[src/rtl/can_bt_pkg.sv]
package can_bt_pkg;
  typedef enum logic [1:0] {
    ADJ_NONE  = 2'd0,
    ADJ_LONG  = 2'd1,
    ADJ_SHORT = 2'd2
  } adj_e;
endpackage

[src/rtl/cbt_prescaler.sv]
module cbt_prescaler #(
  parameter int DIV_W = 8
) (
  input  logic             clk,
  input  logic             rst_n,
  input  logic [DIV_W-1:0] tq_div,
  output logic             tq_tick
);
  logic [DIV_W-1:0] cnt;

  assign tq_tick = (cnt >= tq_div);

  always_ff @(posedge clk) begin
    if (!rst_n)       cnt <= '0;
    else if (tq_tick) cnt <= '0;
    else              cnt <= cnt + DIV_W'(1);
  end
endmodule

[src/rtl/cbt_rx_sync.sv]
module cbt_rx_sync (
  input  logic clk,
  input  logic rst_n,
  input  logic rx_pin,
  input  logic samp_stb,
  output logic rx_s,
  output logic rx_fall,
  output logic rx_bit
);
  logic s1, s2, s3;

  assign rx_s    = s2;
  assign rx_fall = s3 & ~s2;

  always_ff @(posedge clk) begin
    if (!rst_n) begin
      s1     <= 1'b1;
      s2     <= 1'b1;
      s3     <= 1'b1;
      rx_bit <= 1'b1;
    end else begin
      s1 <= rx_pin;
      s2 <= s1;
      s3 <= s2;
      if (samp_stb) rx_bit <= s2;
    end
  end
endmodule

[src/rtl/cbt_phase.sv]
module cbt_phase
  import can_bt_pkg::*;
#(
  parameter int TQ_W = 5
) (
  input  logic            clk,
  input  logic            rst_n,
  input  logic            tq_tick,
  input  logic [TQ_W-1:0] bit_tq,
  input  logic [TQ_W-1:0] samp_tq,
  input  logic            edge_in,
  output logic [TQ_W-1:0] q_idx,
  output adj_e            adj_now,
  output logic            samp_stb,
  output logic            bit_stb
);
  // Which correction an edge seen in quantum q asks for
  function automatic adj_e classify(input logic [TQ_W-1:0] q,
                                    input logic [TQ_W-1:0] sp);
    if (q == '0 || q == sp) return ADJ_NONE;
    else if (q < sp)        return ADJ_LONG;
    else                    return ADJ_SHORT;
  endfunction

  // Index of the last quantum of the current bit
  function automatic logic [TQ_W-1:0] last_idx(input logic [TQ_W-1:0] n,
                                               input adj_e a);
    case (a)
      ADJ_LONG:  return n;
      ADJ_SHORT: return n - TQ_W'(2);
      default:   return n - TQ_W'(1);
    endcase
  endfunction

  logic [TQ_W-1:0] q;
  adj_e            adj;
  logic            pend;
  logic            edge_now;
  logic            wrap;

  assign edge_now = pend | edge_in;
  assign adj_now  = (adj != ADJ_NONE) ? adj :
                    (edge_now ? classify(q, samp_tq) : ADJ_NONE);
  assign wrap     = (q >= last_idx(bit_tq, adj_now));
  assign samp_stb = tq_tick && (q == samp_tq);
  assign bit_stb  = tq_tick && wrap;
  assign q_idx    = q;

  always_ff @(posedge clk) begin
    if (!rst_n) begin
      q    <= '0;
      adj  <= ADJ_NONE;
      pend <= 1'b0;
    end else if (tq_tick) begin
      pend <= 1'b0;
      if (wrap) begin
        q   <= '0;
        adj <= ADJ_NONE;
      end else begin
        q   <= q + TQ_W'(1);
        adj <= adj_now;
      end
    end else begin
      pend <= pend | edge_in;
    end
  end
endmodule

[src/rtl/cbt_arbiter.sv]
module cbt_arbiter (
  input  logic clk,
  input  logic rst_n,
  input  logic bit_stb,
  input  logic samp_stb,
  input  logic tx_bit,
  input  logic tx_en,
  input  logic rx_s,
  output logic tx_pin,
  output logic arb_lost
);
  logic cur_tx;

  assign tx_pin = (tx_en && !arb_lost) ? cur_tx : 1'b1;

  always_ff @(posedge clk) begin
    if (!rst_n) begin
      cur_tx   <= 1'b1;
      arb_lost <= 1'b0;
    end else begin
      if (bit_stb) cur_tx <= tx_bit;
      if (!tx_en)
        arb_lost <= 1'b0;
      else if (samp_stb && !arb_lost && cur_tx && !rx_s)
        arb_lost <= 1'b1;
    end
  end
endmodule

[src/rtl/can_bit_engine.sv]
module can_bit_engine
  import can_bt_pkg::*;
#(
  parameter int DIV_W = 8,
  parameter int TQ_W  = 5
) (
  input  logic             clk,
  input  logic             rst_n,
  input  logic [DIV_W-1:0] tq_div,
  input  logic [TQ_W-1:0]  bit_tq,
  input  logic [TQ_W-1:0]  samp_tq,
  input  logic             tx_bit,
  input  logic             tx_en,
  input  logic             rx_pin,
  output logic             tx_pin,
  output logic             rx_bit,
  output logic             samp_stb,
  output logic             bit_stb,
  output logic             arb_lost
);
  logic            tq_tick;
  logic            rx_s;
  logic            rx_fall;
  logic            edge_ok;
  logic [TQ_W-1:0] q_idx;
  adj_e            adj_now;

  // only an edge after a recessive sample can resynchronise
  assign edge_ok = rx_fall & rx_bit;

  cbt_prescaler #(.DIV_W(DIV_W)) u_pre (
    .clk(clk), .rst_n(rst_n), .tq_div(tq_div), .tq_tick(tq_tick)
  );

  cbt_rx_sync u_rx (
    .clk(clk), .rst_n(rst_n), .rx_pin(rx_pin), .samp_stb(samp_stb),
    .rx_s(rx_s), .rx_fall(rx_fall), .rx_bit(rx_bit)
  );

  cbt_phase #(.TQ_W(TQ_W)) u_phase (
    .clk(clk), .rst_n(rst_n), .tq_tick(tq_tick), .bit_tq(bit_tq),
    .samp_tq(samp_tq), .edge_in(edge_ok), .q_idx(q_idx),
    .adj_now(adj_now), .samp_stb(samp_stb), .bit_stb(bit_stb)
  );

  cbt_arbiter u_arb (
    .clk(clk), .rst_n(rst_n), .bit_stb(bit_stb), .samp_stb(samp_stb),
    .tx_bit(tx_bit), .tx_en(tx_en), .rx_s(rx_s),
    .tx_pin(tx_pin), .arb_lost(arb_lost)
  );
endmodule

[config.mk]
export PLATFORM = sky130hd
export DESIGN_NAME = can_bit_engine
export DESIGN_NICKNAME = d
export VERILOG_FILES = /design/src/rtl/can_bt_pkg.sv /design/src/rtl/cbt_prescaler.sv /design/src/rtl/cbt_rx_sync.sv /design/src/rtl/cbt_phase.sv /design/src/rtl/cbt_arbiter.sv /design/src/rtl/can_bit_engine.sv
export SDC_FILE = /design/constraint.sdc
export NUM_CORES = 1
export LEC_CHECK = 0
export BUFFER_PORTS_ARGS = -buffer_cell sky130_fd_sc_hd__buf_2
export CAP_MARGIN = 0
export CORE_ASPECT_RATIO = 0.6
export CORE_MARGIN = 4
export CORE_UTILIZATION = 55
export CTS_CLUSTER_DIAMETER = 150
export DETAILED_ROUTE_END_ITERATION = 7
export GPL_ROUTABILITY_DRIVEN = 1
export HOLD_SLACK_MARGIN = 0.02
export PLACE_DENSITY = 0.79
export SLEW_MARGIN = 30
export SYNTH_ARGS = -nofsm -noshare
export SYNTH_HDL_FRONTEND = slang
export SYNTH_HIERARCHICAL = 1
export SYNTH_SLANG_ARGS = --single-unit
[constraint.sdc]
create_clock -name clk -period 4.87 [get_ports clk]
set_input_delay 0.7305 -clock clk [delete_from_list [all_inputs] [get_ports clk]]
set_output_delay 0.7305 -clock clk [all_outputs]
set_load 0.005 [all_outputs]
Word-level counts from Yosys, hierarchy flattened
Index checks and enable logic that the tools add are counted.
- register bits: 22
- output and inout bits: 5
- add/sub/neg operators: 4
- order comparisons: 3
- eq/ne operators: 3
- multiplexer cells: 8
- bitwise gates (word level): 5
- reduce and logical (&&, ||, !) cells: 13
- operators with widths (operator ; number):
    2-bit two-way mux ; 5
    5-bit one-hot mux with 2 select lines ; 1
    8-bit by 1-bit adder with 8-bit output (second input constant) ; 1
    8-bit >= comparator ; 1
    1-bit logical AND ; 6
    5-bit by 1-bit adder with 5-bit output (second input constant) ; 1
    5-bit == test ; 1
    5-bit >= comparator ; 1
    5-bit zero test ; 1
    5-bit less-than comparator ; 1
    5-bit two-way mux ; 1
    5-bit by 1-bit subtractor with 5-bit output (second input constant) ; 1
    5-bit by 2-bit subtractor with 5-bit output (second input constant) ; 1
    1-bit AND ; 2
    2-bit by 1-bit == test with 1-bit output (second input constant) ; 1
    2-bit == test (second input constant) ; 1
    1-bit zero test ; 2
    1-bit NOT ; 2
    2-bit AND reduction ; 1
    2-bit nonzero test ; 1
    2-bit OR reduction ; 1
    1-bit logical OR ; 1
    1-bit two-way mux ; 1
    1-bit bitwise OR ; 1

Logic depth before layout (Yosys ltp)
Gate-level depths: netlist (run 1).
- depth in word-level cells: 10
- mapped depth: 19

By module
The synthesis (run 1) kept the hierarchy.
- modules (own cells, without submodules) (module ; instances ; cells each ; area each (µm²) ; sequential area each (µm²)):
    cbt_phase ; 1 ; 102 ; 814.5 ; 160.2
    cbt_prescaler ; 1 ; 58 ; 525.5 ; 160.2
    cbt_rx_sync ; 1 ; 10 ; 118.9 ; 80.1
    cbt_arbiter ; 1 ; 8 ; 80.1 ; 40.0
    can_bit_engine ; 1 ; 1 ; 6.3 ; 0.0

Least setup slack after synthesis (run 1)
OpenSTA, ideal clock, no wires.
- path kind: input to output
- start point: input port samp_tq[3]
- end point: output port bit_stb
- arrival: 3.490 ns
- required time: 4.140 ns
- path slack: 0.649 ns
- stages on the path: 17
- path buffers: 0
- cells stage by stage: inv_1 ha_1 and3_1 a221o_1 a21o_1 a21oi_2 inv_1 ha_1 inv_1 o21ai_0 mux2i_1 ha_1 nand2b_1 a21o_1 a21oi_1 nand3b_1 a21oi_1
- cells in the longest elaborated chain, start to end: 9
- elaborated cells on any way between the ends: 12
- classes of those cells: 2 x order compare; 3 x eq/ne; 5 x mux; 2 x reduce/logical
- RTL lines (what ; line ; RTL):
    from (decl) ; can_bit_engine.sv:11 ; input logic [TQ_W-1:0] samp_tq,
    5-bit less-than comparator / 5-bit == test (equally long branches) ; cbt_phase.sv:21, cbt_phase.sv:20 ;
    2-bit two-way mux / 1-bit logical OR (equally long branches) ; cbt_phase.sv:21, cbt_phase.sv:20 ;
    2-bit two-way mux (*) ; cbt_phase.sv:20 ; if (q == '0 || q == sp) return ADJ_NONE;
    2-bit two-way mux (*) ; cbt_phase.sv:43 ; (edge_now ? classify(q, samp_tq) : ADJ_NONE);
    2-bit two-way mux (*) ; cbt_phase.sv:42 ; assign adj_now = (adj != ADJ_NONE) ? adj :
    named net adj_now[1] ; can_bit_engine.sv:26 ; adj_e adj_now;
    2-bit == test / 2-bit by 1-bit == test with 1-bit output (equally long branches) ; cbt_phase.sv:28 ; case (a)
    5-bit one-hot mux with 2 select lines (*) ; cbt_phase.sv:28 ;
    5-bit >= comparator (*) ; cbt_phase.sv:44 ; assign wrap = (q >= last_idx(bit_tq, adj_now));
    1-bit logical AND (*) ; cbt_phase.sv:46 ; assign bit_stb = tq_tick && wrap;
    to (decl) ; can_bit_engine.sv:18 ; output logic bit_stb,
The timed path passes the listed nets; every way through them passes the cells marked *.

Worst setup path after layout (run 1)
- start point: input port samp_tq[2]
- end point: output port bit_stb
Same word-level chain as after synthesis.

==> results.cfg, run 1 <==
[synth]
synth_fp_nets = 228
postSynthCellCount = 179
synth-edff-count = 0
ys_seq_elements = 22
synth_area_leaders = dfxtp_1 29%, ha_1 21%, inv_1 5.6%, nor2_1 4.9%, xnor2_1 2.8%
synth_largest_area_cell = dfxtp_1
synth_top_cell_area_share_pct = 28.5
synth_commonest_cells = 26 x ha_1, 23 x inv_1, 22 x dfxtp_1, 20 x nor2_1, 10 x nand2_1
yosysWarnings = 6
synth_cell_types = 39
yosysMostFrequentCell = ha_1
synthArstFlopShare_pct = 0
avgSynthCellArea_um2 = 8.63
yosys_most_used_dff = dfxtp_1
synth_seq_area_share_pct = 28.5
syn_area_um2 = 1550

[power_and_ir_drop]
p_sw_uw = 94.2
leakagePower_uw = 0.000918
p_comb_share_pct = 16.7
clkPwrFrac_pct = 31.5
max-vdd-ir-drop_v = 0.000118
intPower_uw = 267
switching_share_pct = 26.1
p_per_area_nw_per_um2 = 204
p_seq_share_pct = 51.8

[timing]
hold_viol_final = 0
worst_slack_ns = 0.208
min_period_over_period_pct = 95.7
setup_viol = 0
tns_ns = 0
maxSlewHeadroom_pct = 58.3
drv_slew = 0
tightestPinTransition_ns = 0.625
period_minus_slack_ns = 4.66
clock_skew_ns = 0.00900
rsz0062_at_grt = no
fmax_mhz = 214

[min_path]
holdPathEnd = u_rx/rx_s
hp-class = flip-flop to flip-flop
worstHoldStart = u_rx/s1
holdPathStages = 1

[finish]
finalNetCount = 260
diodes = 0
stdcell_count = 241
area_growth_pct = 14.2
drive_gt1_share_pct = 18.7

[floorplanning]
dieWidth_um = 76.4
core_area_um2 = 2590
initial_core_util_pct = 59.6
dieHeight_um = 49.1
io_pins = 28
die_area_um2 = 3750
rows = 14

[global_routing]
globalRouteOverflowTotal = 0
grt_pass1_vias = 1328
grt_usage_pct = 18.9
met3_usage_pct = 5.17
use_met1_pct = 25.9
grt_pass1_wl_mm = 5.86
grt_max_degree = 12
grt.busiest_layer = met2
antenna_found_initial = 0
grt_use_met2_pct = 29.7

[critical_path]
critPathTopFamily = compound AO/OA/AOI/OAI gates
cpPeakStageDelay_ns = 0.36
r2r_end = u_phase/q_idx[4]
crit_chain = buf_2 > inv_1 > ha_1 > and3_1 > a221o_1 > a21o_1 > a21oi_2 > inv_1 > ha_1 > inv_2 > o21ai_0 > mux2i_1 > ha_1 > nand2b_1 > a21o_1 > a21oi_1 > nand3b_1 > a21oi_1 > buf_2
cpMaxStageDelayCell = a221o_1
critPathArrivalTime_ns = 3.93
cp_common_cell = ha_1
reg2regPathDepth = 15
r2r_slack_ns = 1.09
startpoint_type = input port
regToRegStartpoint = u_phase/q_idx[3]
crit_buf_inv = 5
critical_path_class = input port to output port
worst-endpoint-required_ns = 4.14
endpoint_kind = output port
crit_fanout = 7

[clocking]
clockRootBuffer = clkbuf_8
cts_buffers = 3
clk_latency_ns = 0.26
clkTransAtPathRegs_ns = 0.07
hold_buffers = 0
cts_tree = done
ctsLongestPathBuffers = 2
clock-sinks = 22
h-tree-depth = 1

[placement]
gp_congestion = 0.851
place_inst = 238
port_buffers = 27
place_ws_ns = 0.225
detailed_place_hpwl_mm = 2.79

[status]
status = finished, final reports clean

[route]
via_count = 1318
viasPerCell = 5.47
drtAntennaViolNets = 0
wirelength_mm = 3.46
drt-pass1-iter-count = 4
drt-initial-drc-count = 104
route.detailed.drc = 0
wl_per_cell_um = 14.4

[run]
maxCapViolCount = 0
==> registers in the layout (all words and copies together), names as in the netlist <==
signal	cells
u_rx/s3	1
u_arb/cur_tx	1
u_phase/pend	1
u_rx/s1	1
u_phase/adj	2
u_arb/arb_lost	1
u_pre/cnt	8
u_phase/q_idx	5
u_rx/rx_s	1
u_rx/rx_bit	1
==> power groups by stage <==
stage	registers, uW	clock network [uW]	logic [uW]
after floorplan	190	0	37.5
after global placement	191	0	55.1
after detailed placement	191	0	58.5
after CTS	187	114	59.4
after global routing	188	123	67.2
final	187	113	60.2
==> stage by stage <==
step                      power (uW)  cell area, um^2  utilization (%)  hold WS (ns)
after detailed placement         250             1720             66.5         0.399
after global routing             378             1760             68.1         0.439
after floorplan                  228             1550                -         0.386
after global placement           246             1720             66.5         0.393
final                            361             1760             68.1         0.410
after CTS                        360             1760             68.1         0.410
==> area by class of cell <==
type / count / area [um^2]
Inverter: 23 / 86.3
Tap cell: 32 / 40.0
Clock buffer: 3 / 41.3
Multi-Input combinational cell: 133 / 1010
Sequential cell: 22 / 440
Fill cell: 226 / 828
Timing Repair Buffer: 28 / 143
==> timing repair <==
item	CTS	global route
gates resized for setup	0	1
setup endpoints to repair	0	1
setup buffers	0	0
==> cell families (layout without fill, tap and decap cells) <==
group,after synthesis,count (layout),synth area share (%)
muxes,5,5,3.32
xor gates and xnor gates,10,10,5.67
DFF,22,22,28.5
and+or+nand+nor,60,60,19.8
buffers and inverters,24,54,5.91
adders and majority gates,26,26,21.1
AOI/OAI and AO/OA,32,32,15.8
==> layout by cell type (no fill, tap or decap), types with 2 or more instances in the layout <==
master and count:
a21o_1 5, a21oi_1 8, a21oi_2 2, a31oi_1 2
and3_1 2, buf_2 27, clkbuf_8 3, dfxtp_1 22
ha_1 26, inv_1 22, mux2i_1 4, nand2_1 10
nand2b_1 5, nand3_1 7, nand4_1 3, nor2_1 20
nor3_1 4, o21ai_0 4, o31ai_1 2, xnor2_1 5
xor2_1 5
==> worst max-delay path by stage <==
| stage | endpoint | start | cells after the start | slack (ns) |
|---|---|---|---|---|
| after CTS | bit_stb | samp_tq[2] | 19 | 0.21 |
| after floorplan | bit_stb | samp_tq[3] | 17 | 0.65 |
| after detailed placement | bit_stb | samp_tq[2] | 19 | 0.23 |
| after global placement | bit_stb | samp_tq[3] | 19 | 0.32 |
| final | bit_stb | samp_tq[2] | 19 | 0.21 |
| after global routing | bit_stb | samp_tq[2] | 19 | 0.004 |
==> layer usage <==
layer / wire (um) / part of all wire, %
met3: 217 / 6.3
met2: 1450 / 42
met4: 6 / 0.17
met1: 1790 / 52
met5: 0 / 0
Power figures use the tool's default switching activity.
==> run 2, diff against run 1 <==
--- a/config.mk
+++ b/config.mk
@@ -5,11 +5,12 @@
 export SDC_FILE = /design/constraint.sdc
 export NUM_CORES = 1
 export LEC_CHECK = 0
+export ABC_AREA = 1
 export BUFFER_PORTS_ARGS = -buffer_cell sky130_fd_sc_hd__buf_2
 export CAP_MARGIN = 0
 export CORE_ASPECT_RATIO = 0.6
 export CORE_MARGIN = 4
-export CORE_UTILIZATION = 55
+export CORE_UTILIZATION = 56
 export CTS_CLUSTER_DIAMETER = 150
 export DETAILED_ROUTE_END_ITERATION = 7
 export GPL_ROUTABILITY_DRIVEN = 1
==> results.cfg, run 2 <==
[status]
status = finished, final reports clean

[global_routing]
met3_usage_pct = 5.73
globalRouteOverflowTotal = 0
use_met1_pct = 26.6
grt_max_degree = 13
antenna_found_initial = 0
grt_pass1_vias = 1201
grt.busiest_layer = met1
grt_use_met2_pct = 23.2
grt_pass1_wl_mm = 5.34
grt_usage_pct = 17.1

[timing]
maxSlewHeadroom_pct = 74.2
rsz0062_at_grt = no
fmax_mhz = 242
hold_viol_final = 0
period_minus_slack_ns = 4.13
min_period_over_period_pct = 84.7
tns_ns = 0
drv_slew = 0
setup_viol = 0
tightestPinTransition_ns = 0.386
clock_skew_ns = 0.00311

[synth]
ys_seq_elements = 22
avgSynthCellArea_um2 = 7.04
synth_cell_types = 25
synth_commonest_cells = 49 x inv_1, 48 x nand2_1, 29 x nor2_1, 26 x ha_1, 22 x dfxtp_1
synth_top_cell_area_share_pct = 26.1
yosys_most_used_dff = dfxtp_1
yosysWarnings = 6
synth_largest_area_cell = dfxtp_1
synthArstFlopShare_pct = 0
synth_fp_nets = 289
synth_area_leaders = dfxtp_1 26%, ha_1 19%, inv_1 11%, nand2_1 11%, nor2_1 6.4%
yosysMostFrequentCell = inv_1
synth-edff-count = 0
syn_area_um2 = 1690
synth_seq_area_share_pct = 26.1
postSynthCellCount = 240

[clocking]
hold_buffers = 0
h-tree-depth = 1
clock-sinks = 22
cts_buffers = 3
cts_tree = done
ctsLongestPathBuffers = 2
clk_latency_ns = 0.26
clockRootBuffer = clkbuf_8
clkTransAtPathRegs_ns = 0.07
cts_resized = 0
post_cts_buffers = 0

[critical_path]
cp_common_cell = inv_1
crit_fanout = 7
crit_chain = buf_2 > inv_1 > ha_1 > nand2_2 > inv_1 > nand2_1 > nand3_2 > a21oi_2 > inv_1 > ha_1 > inv_1 > nor3_1 > a21oi_1 > ha_1 > nand2_1 > nor2_1 > nand3_1 > nand3_1 > nand2_1 > inv_1 > buf_2
worst-endpoint-required_ns = 4.14
critPathArrivalTime_ns = 3.40
critical_path_class = input port to output port
critPathTopFamily = adder cells
crit_buf_inv = 7
cpMaxStageDelayCell = ha_1
endpoint_kind = output port
r2r_slack_ns = 1.73
startpoint_type = input port
cpPeakStageDelay_ns = 0.38

[floorplanning]
rows = 15
dieHeight_um = 50.6
core_area_um2 = 2870
initial_core_util_pct = 58.9
die_area_um2 = 3990
dieWidth_um = 78.9
io_pins = 28

[finish]
stdcell_count = 312
finalNetCount = 320
regMostFlops = u_pre/cnt
fillers = 279
area_growth_pct = 14.1
diodes = 0
layout_commonest_cell = inv_1
largest_reg_flops = 8
mostFrequentLayoutCells = 49 x inv_1, 48 x nand2_1, 29 x nor2_1
regArea_um2 = 440
drive_gt1_share_pct = 17.8
multi_input_area_um2 = 1060

[route]
drt-pass1-iter-count = 5
route.detailed.drc = 0
drt-initial-drc-count = 66
wirelength_mm = 3.20
viasPerCell = 4.70
via_count = 1465
drtAntennaViolNets = 0
wl_per_cell_um = 10.2

[min_path]
hp-class = flip-flop to flip-flop

[placement]
gp_congestion = 0.849
port_buffers = 27
place_inst = 308
detailed_place_hpwl_mm = 2.65

[power_and_ir_drop]
leakagePower_uw = 0.00105
max-vdd-ir-drop_v = 0.000202
p_per_area_nw_per_um2 = 192

[run]
maxCapViolCount = 0
run 2: cell count changes in the layout (fill, tap and decap cells not counted), sizes merged, moves of 3 or more:
cell    delta
nand2b     -5
and3       -3
a21o       -4
inv       +26
nand2     +41
mux2i      -4
nor2      +15
o21ai      +3
a21oi      +4
nand3      +6
run 2: cells by family after synthesis:
logic type / count (synthesis) / share of synthesized area [%]
simple gates: 105 / 29.0
compound gates: 26 / 9.10
buf+inv: 51 / 11.4
flops: 22 / 26.1
fa+ha+maj: 26 / 19.2
xor+xnor: 10 / 5.18
run 2: stage by stage:
stage | instance area (um^2) | total power, uW | util [%] | hold slack (ns) | setup WS [ns]
floorplan | 1690 | 228 | - | 0.380 | 1.18
global placement | 1870 | 246 | 65.2 | 0.396 | 0.828
detailed placement | 1870 | 247 | 65.2 | 0.396 | 0.760
CTS | 1930 | 373 | 67.1 | 0.419 | 0.747
global route | 1930 | 391 | 67.1 | 0.461 | 0.411
finish | 1930 | 370 | 67.1 | 0.417 | 0.744
run 2: power breakdown:
group          internal, uW  switching [uW]
combinational          24.7            31.3
sequential              184            3.48
clock                  72.0            54.4
run 2: area by class of cell:
type	instances	share of cell area, %
clock buffer	4	2.86
tap	42	2.73
sequential	22	22.8
inverter	50	9.73
multi-input combinational	167	54.8
timing repair buffer	27	7.01
run 2: layer usage:
layer,up-vias,part of all wire [%]
li1,809,-
met1,614,53
met2,42,39
met3,0,8.1
met4,0,0
met5,-,0
run 2: path summary, 6_finish.rpt:
check                   startpoint            to  depth (start not counted)
hold / removal             u_rx/s1     u_rx/rx_s                          2
setup reg to reg  u_phase/q_idx[2]  u_arb/cur_tx                         20
setup / recovery        samp_tq[4]       bit_stb                         21
hold reg to reg            u_rx/s1     u_rx/rx_s                          2
run 2: worst reg2reg max path, delay by kind of cell, from the launching register on:
family,cells,cell delay [ns]
fa+ha+maj,3,0.97
simple gates,11,0.94
flops,1,0.49
compound gates,3,0.34
buf+inv,3,0.28
